$ cat config.mk
export PLATFORM = sky130hd
export DESIGN_NAME = mtimer16
export DESIGN_NICKNAME = d
export VERILOG_FILES = /design/src/rtl/mtm_pkg.sv /design/src/rtl/mtm_sync_edge.sv /design/src/rtl/mtm_regif.sv /design/src/rtl/mtm_core.sv /design/src/rtl/mtimer16.sv
export SDC_FILE = /design/constraint.sdc
export NUM_CORES = 1
export LEC_CHECK = 0
export BUFFER_PORTS_ARGS = -buffer_cell sky130_fd_sc_hd__clkbuf_2
export CORE_ASPECT_RATIO = 1.5
export CORE_MARGIN = 2
export CORE_UTILIZATION = 50
export DETAILED_ROUTE_END_ITERATION = 8
export GPL_TIMING_DRIVEN = 0
export PLACE_DENSITY = 0.76
export SETUP_SLACK_MARGIN = 0.5
export SLEW_MARGIN = 20
export SYNTH_ARGS = -nofsm -noshare
export SYNTH_HDL_FRONTEND = slang
export SYNTH_SLANG_ARGS = --single-unit
$ cat constraint.sdc
create_clock -name clk -period 2.2 [get_ports clk]
set_input_delay 0.22 -clock clk [delete_from_list [all_inputs] [get_ports clk]]
set_output_delay 0.22 -clock clk [all_outputs]
set_load 0.1 [all_outputs]
$ cat src/rtl/mtm_pkg.sv
package mtm_pkg;

  typedef enum logic [1:0] {
    MD_TIMER = 2'b00,
    MD_PULSE = 2'b01,
    MD_EVENT = 2'b10,
    MD_WIDTH = 2'b11
  } mtm_mode_e;

  typedef struct packed {
    logic      stop;
    logic      edge_sel;
    mtm_mode_e mode;
    logic [2:0] rsvd;
    logic      latch_only;
  } mtm_ctrl_t;

  localparam logic [1:0] A_LO   = 2'd0;
  localparam logic [1:0] A_HI   = 2'd1;
  localparam logic [1:0] A_CTRL = 2'd2;

  // Next value of the counter on an enabled step: reload from zero.
  function automatic logic [15:0] step_value(input logic [15:0] cnt,
                                             input logic [15:0] lat);
    return (cnt == 16'h0000) ? lat : (cnt - 16'h0001);
  endfunction

  // Per-cycle step enable from mode and synchronized pin events.
  function automatic logic step_gate(input mtm_ctrl_t c, input logic presc,
                                     input logic rise, input logic fall,
                                     input logic level);
    logic g;
    case (c.mode)
      MD_TIMER, MD_PULSE: g = presc;
      MD_EVENT:           g = c.edge_sel ? fall : rise;
      MD_WIDTH:           g = presc & (level ^ c.edge_sel);
      default:            g = 1'b0;
    endcase
    return g & ~c.stop;
  endfunction

  // Control write with reserved bits cleared.
  function automatic mtm_ctrl_t ctrl_clean(input logic [7:0] d);
    mtm_ctrl_t c;
    c = mtm_ctrl_t'(d);
    c.rsvd = 3'b000;
    return c;
  endfunction

endpackage

$ cat src/rtl/mtm_sync_edge.sv
module mtm_sync_edge #(
  parameter int STAGES = 2
) (
  input  logic clk,
  input  logic rst_n,
  input  logic pin,
  output logic level,
  output logic rise,
  output logic fall
);
  logic [STAGES-1:0] sync_q;
  logic              prev_q;

  genvar gi;
  generate
    for (gi = 0; gi < STAGES; gi++) begin : g_stage
      if (gi == 0) begin : g_first
        always_ff @(posedge clk or negedge rst_n)
          if (!rst_n) sync_q[0] <= 1'b0;
          else        sync_q[0] <= pin;
      end else begin : g_rest
        always_ff @(posedge clk or negedge rst_n)
          if (!rst_n) sync_q[gi] <= 1'b0;
          else        sync_q[gi] <= sync_q[gi-1];
      end
    end
  endgenerate

  always_ff @(posedge clk or negedge rst_n)
    if (!rst_n) prev_q <= 1'b0;
    else        prev_q <= sync_q[STAGES-1];

  assign level = sync_q[STAGES-1];
  assign rise  = level & ~prev_q;
  assign fall  = ~level & prev_q;
endmodule

$ cat src/rtl/mtm_regif.sv
module mtm_regif
  import mtm_pkg::*;
#(
  parameter int BW = 8,
  localparam int CW = 2 * BW
) (
  input  logic          clk,
  input  logic          rst_n,
  input  logic          bus_wr,
  input  logic          bus_rd,
  input  logic [1:0]    bus_addr,
  input  logic [BW-1:0] bus_wdata,
  output logic [BW-1:0] bus_rdata,
  input  logic [CW-1:0] cnt,
  output logic          commit,
  output logic [CW-1:0] commit_val,
  output logic          ctrl_wr,
  output mtm_ctrl_t     ctrl
);
  logic [BW-1:0] lo_park_q;
  logic [BW-1:0] lo_snap_q;

  assign commit     = bus_wr && (bus_addr == A_HI);
  assign commit_val = {bus_wdata, lo_park_q};
  assign ctrl_wr    = bus_wr && (bus_addr == A_CTRL);

  always_ff @(posedge clk or negedge rst_n) begin
    if (!rst_n) begin
      lo_park_q <= '1;
      lo_snap_q <= '1;
      ctrl      <= '0;
    end else begin
      if (bus_wr && bus_addr == A_LO) lo_park_q <= bus_wdata;
      if (ctrl_wr)                    ctrl <= ctrl_clean(bus_wdata[7:0]);
      if (bus_rd && bus_addr == A_HI) lo_snap_q <= cnt[BW-1:0];
    end
  end

  always_comb begin
    case (bus_addr)
      A_LO:    bus_rdata = lo_snap_q;
      A_HI:    bus_rdata = cnt[CW-1:BW];
      A_CTRL:  bus_rdata = BW'(ctrl);
      default: bus_rdata = '0;
    endcase
  end
endmodule

$ cat src/rtl/mtm_core.sv
module mtm_core
  import mtm_pkg::*;
#(
  parameter int CW = 16
) (
  input  logic          clk,
  input  logic          rst_n,
  input  logic          tick,
  input  logic          commit,
  input  logic [CW-1:0] commit_val,
  input  logic          latch_only,
  output logic [CW-1:0] cnt,
  output logic [CW-1:0] latch,
  output logic          uf_event,
  output logic          uf_irq
);
  assign uf_event = tick && (cnt == '0);

  always_ff @(posedge clk or negedge rst_n) begin
    if (!rst_n) begin
      cnt    <= '1;
      latch  <= '1;
      uf_irq <= 1'b0;
    end else begin
      uf_irq <= uf_event;
      if (commit) latch <= commit_val;
      if (commit && (!latch_only || uf_event))
        cnt <= commit_val;             // immediate load, or reload meets new latch
      else if (tick)
        cnt <= step_value(cnt, latch);
    end
  end
endmodule

$ cat src/rtl/mtimer16.sv
module mtimer16
  import mtm_pkg::*;
#(
  parameter int BW          = 8,
  parameter int SYNC_STAGES = 2,
  localparam int CW = 2 * BW
) (
  input  logic          clk,
  input  logic          rst_n,
  input  logic          presc_en,
  input  logic          bus_wr,
  input  logic          bus_rd,
  input  logic [1:0]    bus_addr,
  input  logic [BW-1:0] bus_wdata,
  output logic [BW-1:0] bus_rdata,
  input  logic          cntr_in,
  output logic          cntr_out,
  output logic          uf_irq,
  output logic          edge_irq
);
  // Named internal events, visible to the bound checker.
  logic          pin_lvl_w, pin_rise_w, pin_fall_w;
  logic          tick_w, commit_w, ctrl_wr_w, uf_evt_w, toggle_w, pulse_mode_w;
  logic [CW-1:0] cnt_w, latch_w, commit_val_w;
  mtm_ctrl_t     ctrl_w;

  mtm_sync_edge #(.STAGES(SYNC_STAGES)) u_sync (
    .clk(clk), .rst_n(rst_n), .pin(cntr_in),
    .level(pin_lvl_w), .rise(pin_rise_w), .fall(pin_fall_w)
  );

  mtm_regif #(.BW(BW)) u_regif (
    .clk(clk), .rst_n(rst_n),
    .bus_wr(bus_wr), .bus_rd(bus_rd), .bus_addr(bus_addr),
    .bus_wdata(bus_wdata), .bus_rdata(bus_rdata),
    .cnt(cnt_w), .commit(commit_w), .commit_val(commit_val_w),
    .ctrl_wr(ctrl_wr_w), .ctrl(ctrl_w)
  );

  assign tick_w = step_gate(ctrl_w, presc_en, pin_rise_w, pin_fall_w, pin_lvl_w);

  mtm_core #(.CW(CW)) u_core (
    .clk(clk), .rst_n(rst_n), .tick(tick_w),
    .commit(commit_w), .commit_val(commit_val_w),
    .latch_only(ctrl_w.latch_only),
    .cnt(cnt_w), .latch(latch_w), .uf_event(uf_evt_w), .uf_irq(uf_irq)
  );

  assign pulse_mode_w = (ctrl_w.mode == MD_PULSE);
  assign toggle_w     = uf_evt_w && pulse_mode_w;

  always_ff @(posedge clk or negedge rst_n) begin
    if (!rst_n) begin
      cntr_out <= 1'b1;
      edge_irq <= 1'b0;
    end else begin
      edge_irq <= ctrl_w.edge_sel ? pin_rise_w : pin_fall_w;
      if (ctrl_wr_w)     cntr_out <= ~bus_wdata[6];
      else if (toggle_w) cntr_out <= ~cntr_out;
    end
  end
endmodule

==> results of run 1 <==
## per-stage QoR
stage	utilization, %	TNS (ps)	power (mW)	area (um^2)	hold WS, ps
after floorplan	-	0	3.356	3213	-75.59
after CTS	69.50	0	5.443	4230	75.70
final	72.31	0	5.842	4402	103.9
after global placement	56.44	-24.62	3.709	3436	327.9
after detailed placement	56.49	-60.41	3.758	3438	330.5
after global routing	72.31	0	6.060	4402	103.2
## where the power goes
part           internal (mW)  total [mW]  switching [mW]
combinational           1.29        2.70            1.41
sequential              1.65        2.09           0.446
clock                  0.611        1.05           0.436
total                   3.55        5.84            2.30
## per-layer routing
layer | vias to the layer above | wire length, um | track usage (%)
li1 | 1169 | - | -
met1 | 1332 | 3440 | 30.40
met2 | 151 | 4893 | 45.49
met3 | 56 | 508 | 6.480
met4 | 0 | 749 | 21.85
met5 | - | 0 | 0
## placed cells by master, fill, tap and decap left out, types with 3 or more instances in the layout
master,instances
inv_1,4
xnor2_1,9
buf_8,3
nand2_1,21
buf_4,44
nor2_1,14
clkbuf_8,14
nor2_2,4
mux2i_1,9
o21ai_2,7
clkbuf_1,3
buf_6,10
a221o_1,12
nand3_1,8
clkbuf_2,17
o21ai_0,5
dfrtp_1,9
o22ai_1,3
nand3b_1,3
dfstp_2,49
nor4_4,5
mux2_2,34
a21oi_1,5
a211oi_2,5
nor3b_4,3
nand2b_1,3
clkbuf_16,4
## what timing repair did
action | 4_1_cts | 5_1_grt
cloned | 3 | 0
endpoints found under the setup margin | 25 | 23
resized for setup | 53 | 20
setup buffers | 36 | 11
pin swaps | 23 | 20
hold buffers | 2 | 0
endpoints found under the hold margin | 5 | 0
## kinds of logic (layout without fill, tap and decap cells)
family | count (synthesis) | count (layout) | share of synthesized area (%)
fa+ha+maj | 2 | 2 | 0.8012
compound gates | 53 | 53 | 13.66
xor+xnor | 11 | 11 | 3.085
simple gates | 81 | 82 | 15.30
mux | 44 | 44 | 15.46
buf+inv | 16 | 109 | 2.444
flops | 59 | 59 | 49.24
## cell type report
| cell class | instances | area, um^2 | area share, % |
|---|---|---|---|
| Sequential cell | 59 | 1539 | 34.96 |
| Inverter | 6 | 27.53 | 0.6254 |
| Timing Repair Buffer | 77 | 656.9 | 14.92 |
| Tap cell | 74 | 92.59 | 2.103 |
| Clock inverter | 4 | 47.55 | 1.080 |
| Multi-Input combinational cell | 192 | 1785 | 40.56 |
| Buffer | 10 | 87.58 | 1.990 |
| Clock buffer | 12 | 165.2 | 3.752 |
## critical path, cell delays in order (launching register included)
cell,delay [ps]
dfstp_2,390
buf_6,130
nor4_4,250
buf_4,160
buf_4,110
nand4_4,110
buf_4,200
a211oi_1,360
o22ai_1,140
o21ai_1,140
## registers in the layout, summed over array words and instances, names as in the netlist
register	count
edge_irq	1
u_sync.sync_q	1
u_core.uf_irq	1
u_regif.lo_snap_q	8
u_sync.level	1
cntr_out	1
u_core.latch	16
u_regif.lo_park_q	8
u_regif.ctrl	5
u_core.cnt	16
u_sync.prev_q	1
## how the worst min path moves through the flow
stage            startpoint                    endpoint  cells past startpoint
5_1_grt        bus_wdata[6]        cntr_out$_DFFE_PN1P_                      2
2_1_floorplan         rst_n          edge_irq$_DFF_PN0_                      0
6_report       bus_wdata[6]        cntr_out$_DFFE_PN1P_                      2
3_3_place_gp        cntr_in  u_sync.sync_q[0]$_DFF_PN0_                      1
3_5_place_dp        cntr_in  u_sync.sync_q[0]$_DFF_PN0_                      1
4_1_cts        bus_wdata[6]        cntr_out$_DFFE_PN1P_                      2
==> out/results.tsv, run 1 <==
stage	metric	value	unit
sta	clock_skew	10.56	ps
global_routing	antenna_found_initial	0	
drt	wl_per_cell	22.10	um
logic_synthesis	netlist_instances	266	
setup_path	crit_start	u_core.cnt[1]$_DFFE_PN1P_	
logic_synthesis	yosysSeqAreaShare	49.24	%
sta	worst_slack	146.1	ps
place	dp_cells	366	
job	cap_viol_max_count	0	
run_status	status	finished clean	
sta	slew_headroom	39.97	%
setup_path	r2r_end	u_core.cnt[13]$_DFFE_PN1P_	
logic_synthesis	synth_async_sr_flop_share	100.0	%
logic_synthesis	synth.avg_cell_area	11.74	um^2
setup_path	start_kind	flip-flop	
pwr	leakagePower	1.784	nW
final_layout	nFillCells	368	
logic_synthesis	ys_types	48	
place	portBuffers	26	
floorplanning	core_area	0.006087	mm^2
sta	finalCritPeriodShare	93.36	%
sta	finalSetupViolCount	0	
sta	fin_crit	2054	ps
setup_path	cp-endpoint	u_core.cnt[13]$_DFFE_PN1P_	
final_layout	nNetsFinal	373	
final_layout	layout.cells.non_filler	434	
final_layout	drive_gt1_share	65.56	%
pwr	ir_drop	0.8784	mV
cts	path_clk_slew	70	ps
cts	clockRootBuffer	clkbuf_8	
global_routing	overflow	0	
cts	tritoncts	built	
drt	viasPerCell	6.240	
cts	htree_num_levels	3	
sta	fmax	0.4869	GHz
logic_synthesis	synth_top_cell_area_share	41.23	%
sta	hold_viol_final	0	
setup_path	criticalPathCategory	flip-flop to flip-flop	
setup_path	reg2reg_depth	9	
logic_synthesis	synth-seq-cells	59	
place	globalplace.congestion	0.9238	
floorplanning	start_util	51.31	%
sta	tightest_slew	896.5	ps
drt	drc_errors	0	
final_layout	area_growth_syn_to_layout	40.95	%
logic_synthesis	synth_area_leaders	dfstp_2 (41%), mux2_2 (12%), dfrtp_1 (8.0%)	
sta	slew_viol_final	0	
logic_synthesis	synthTopCellsByCount	dfstp_2 (49), mux2_2 (34), nand2_1 (22)	
cts	clkLatencyLatePin	350	ps
cts	cts_made_buffers	9	
global_routing	grt_pass1_vias	2735	
drt	firstDrtPassIters	4	
floorplanning	pin_count	27	
sta	rsz0062_at_grt	yes	
logic_synthesis	synth_edf_count	0	
final_layout	antenna_cells	0	
logic_synthesis	synthesis.nets	284	
logic_synthesis	ys_warn_count	0	
drt	drtAntennaViolNets	0	
setup_path	r2r_slack	150	ps
place	place_hpwl	5171	um
drt	dr.first_iter.drc_count	194	
global_routing	grt_max_degree	60	
drt	vias	2708	
setup_path	crit_path_max_fanout	3	
floorplanning	rows	35	
setup_path	crit_required	2480	ps
floorplanning	die_area	0.006907	mm^2
hold_path	hold_path.class	primary input to flip-flop	
setup_path	r2r_start	u_core.cnt[1]$_DFFE_PN1P_	
pwr	p_per_area	1327	mW/mm^2
setup_path	cp_data_arrival_time	2340	ps
setup_path	crit_path_end_kind	flip-flop	
global_routing	grt_pass1_wl	13860	um
cts	clock-sinks	59	
logic_synthesis	synthFlopType	dfstp_2	
logic_synthesis	synth_most_common_cell	dfstp_2	
logic_synthesis	synth_area	0.003123	mm^2
logic_synthesis	netlist.top_cell.by_area	dfstp_2	
floorplanning	die_y	100.8	um
place	place_ws	-9.761	ps
floorplanning	die_w	68.53	um
drt	routed_wl	9591	um
global_routing	track_usage	28.07	%
cts	cts_max_path_buffers	2	
Power figures use the tool's default switching activity.
==> run 2: changes to the inputs <==
SETUP_SLACK_MARGIN = 0.3   (was 0.5)
==> run 2 against run 1 <==
Worst setup slack improved by 23 ps. Clock skew up 2.4 ps. Hold slack lost 3.7 ps. Clock power is 8% lower. Register-to-register slack gained 20 ps. First-iteration DRC count is 1.0% higher. Critical path depth shrank 1. Routed wire length shrank 11%. Maximum frequency is 1.1% higher. Core utilization is 6.2 points lower. Sequential power shrank 3%. Power fell by 9.9%.
==> out/results.tsv, run 2 (synthesized netlist as in run 1, its figures left out) <==
stage	metric	value	unit	change
sta	clock_skew	12.94	ps	was 10.56 ps
global_routing	grt_pass1_vias	2421		was 2735
pwr	ir_drop	0.5384	mV	was 0.8784 mV
sta	worst_slack	168.7	ps	was 146.1 ps
final_layout	final_common_cell	dfstp_2		unchanged
cts	cts_max_path_buffers	2		unchanged
final_layout	area_growth_syn_to_layout	28.85	%	was 40.95%
final_layout	fin_area	0.004024	mm^2	was 0.004402 mm^2
setup_path	crit_path_end_kind	flip-flop		unchanged
sta	slew_viol_final	0		unchanged
drt	vias	2542		was 2708
pwr	p_per_area	1308	mW/mm^2	was 1327 mW/mm^2
final_layout	drive_gt1_share	59.82	%	was 65.56%
cts	htree_num_levels	3		unchanged
drt	drtAntennaViolNets	0		unchanged
floorplanning	die_y	100.8	um	unchanged
drt	top_layer	met4		unchanged
final_layout	reg_top3	u_core.cnt x16, u_core.latch x16		unchanged
final_layout	utilization	66.10	%	was 72.31%
place	portBuffers	26		unchanged
drt	wl_met1	3210	um	was 3440 um
setup_path	crit_required	2500	ps	was 2480 ps
floorplanning	core_area	0.006087	mm^2	unchanged
final_layout	mostFrequentLayoutCells	dfstp_2 (49), mux2_2 (34), buf_4 (27), nand2_1 (20), clkbuf_2 (19)		was dfstp_2 (49), buf_4 (44), mux2_2 (34), nand2_1 (21), clkbuf_2 (17)
setup_path	r2r_end	u_core.cnt[10]$_DFFE_PN1P_		was u_core.cnt[13]$_DFFE_PN1P_
pwr	leakagePower	1.616	nW	was 1.784 nW
sta	fin_crit	2031	ps	was 2054 ps
floorplanning	die_w	68.53	um	unchanged
global_routing	grt_max_degree	46		was 60
setup_path	criticalPathCategory	flip-flop to flip-flop		unchanged
cts	cts_made_buffers	9		unchanged
drt	viasPerCell	6.125		was 6.240
drt	wl_met3	445	um	was 508 um
final_layout	nNetsFinal	354		was 373
hold_path	min_from	bus_wdata[5]		was bus_wdata[6]
sta	slew_headroom	45.14	%	was 39.97%
sta	timing.hold.ws	100.2	ps	was 103.9 ps
sta	finalSetupViolCount	0		unchanged
sta	fin_tns_setup	0	ps	unchanged
drt	routed_wl	8562	um	was 9591 um
cts	path_clk_slew	70	ps	about the same
sta	rsz0062_at_grt	yes		unchanged
drt	met2WireLength	4593	um	was 4893 um
cts	tritoncts	built		unchanged
setup_path	crit_path_max_fanout	5		was 3
drt	dr.first_iter.drc_count	196		was 194
global_routing	overflow	0		unchanged
drt	firstDrtPassIters	4		unchanged
floorplanning	rows	35		unchanged
global_routing	track_usage	25.73	%	was 28.07%
final_layout	layout.cells.non_filler	415		was 434
floorplanning	pin_count	27		unchanged
setup_path	start_kind	flip-flop		unchanged
place	place_ws	-39.06	ps	was -9.761 ps
cts	clkLatencyLatePin	360	ps	was 350 ps
run_status	status	finished clean		unchanged
place	place_hpwl	5373	um	was 5171 um
sta	finalCritPeriodShare	92.33	%	was 93.36%
hold_path	holdPathEnd	u_core.cnt[13]$_DFFE_PN1P_		was cntr_out$_DFFE_PN1P_
setup_path	r2r_start	u_core.cnt[0]$_DFFE_PN1P_		was u_core.cnt[1]$_DFFE_PN1P_
final_layout	antenna_cells	0		unchanged
setup_path	reg2reg_depth	8		was 9
place	placed_cell_area	0.003405	mm^2	was 0.003438 mm^2
sta	fmax	0.4923	GHz	was 0.4869 GHz
hold_path	hold_path.class	primary input to flip-flop		unchanged
pwr	p_total	5.262	mW	was 5.842 mW
setup_path	cp_data_arrival_time	2330	ps	was 2340 ps
cts	clockRootBuffer	clkbuf_8		unchanged
hold_path	worstHoldPathCells	3		was 2
cts	clock-sinks	59		unchanged
floorplanning	die_area	0.006907	mm^2	unchanged
drt	wl_per_cell	20.63	um	was 22.10 um
drt	drc_errors	0		unchanged
sta	tightest_slew	819.3	ps	was 896.5 ps
global_routing	grt_pass1_wl	12590	um	was 13860 um
global_routing	antenna_found_initial	0		unchanged
place	dp_cells	367		was 366
place	globalplace.congestion	0.8720		was 0.9238
job	cap_viol_max_count	0		unchanged
floorplanning	start_util	51.31	%	unchanged
sta	hold_viol_final	0		unchanged
setup_path	r2r_slack	170	ps	was 150 ps
-- run 2: changes by cell type in the layout (fill, tap and decap cells not counted), sizes merged --
cell      before  now
buf           58   40
clkbuf        39   37
clkinvlp       1    2
-- run 2: power breakdown --
group / internal [mW] / switching, mW / leakage [nW]
clock: 0.519 / 0.444 / 0.0893
combinational: 0.985 / 1.28 / 0.893
sequential: 1.64 / 0.391 / 0.634
-- run 2: critical path, stage by stage, from the launching register on --
cell and delay, ps:
dfstp_2 390, inv_4 70, ha_4 130, nor3b_4 340, and4_4 310, o311ai_4 120
a21oi_4 290, buf_6 170, a221o_1 160
-- run 2: worst max-delay path by stage --
stage,start,end,slack [ps],cells past startpoint
floorplan,u_core.cnt[12]$_DFFE_PN1P_,bus_rdata[4],270,3
detailed placement,u_core.cnt[2]$_DFFE_PN1P_,u_core.cnt[1]$_DFFE_PN1P_,-40,7
global placement,u_core.cnt[0]$_DFFE_PN1P_,u_core.cnt[10]$_DFFE_PN1P_,-9,9
finish,u_core.cnt[0]$_DFFE_PN1P_,u_core.cnt[10]$_DFFE_PN1P_,170,8
global route,u_core.cnt[1]$_DFFE_PN1P_,u_core.cnt[4]$_DFFE_PN1P_,100,8
CTS,u_core.cnt[8]$_DFFE_PN1P_,u_core.cnt[1]$_DFFE_PN1P_,290,8
-- run 2: final cells by class --
type / count / area, um^2
Timing Repair Buffer: 58 / 427.9
Fill cell: 443 / 2063
Buffer: 10 / 70.07
Inverter: 6 / 25.02
Multi-Input combinational cell: 192 / 1683
Clock buffer: 11 / 131.4
Tap cell: 74 / 92.59
Sequential cell: 59 / 1539
Clock inverter: 5 / 55.05
-- run 2: routing by layer --
| layer | up-vias | global-route usage [%] |
|---|---|---|
| li1 | 1133 | - |
| met1 | 1273 | 30.13 |
| met2 | 104 | 43.05 |
| met3 | 32 | 5.028 |
| met4 | 0 | 13.69 |
| met5 | - | 0 |
-- run 2: timing repair --
| item | CTS | global route |
|---|---|---|
| gates resized for setup | 27 | 22 |
| buffers inserted | 17 | 11 |
| pin swaps | 10 | 17 |
| hold buffers | 2 | 0 |
| endpoints found under the setup margin | 18 | 24 |
| endpoints found under the hold margin | 15 | 0 |
| gates cloned | 1 | 1 |
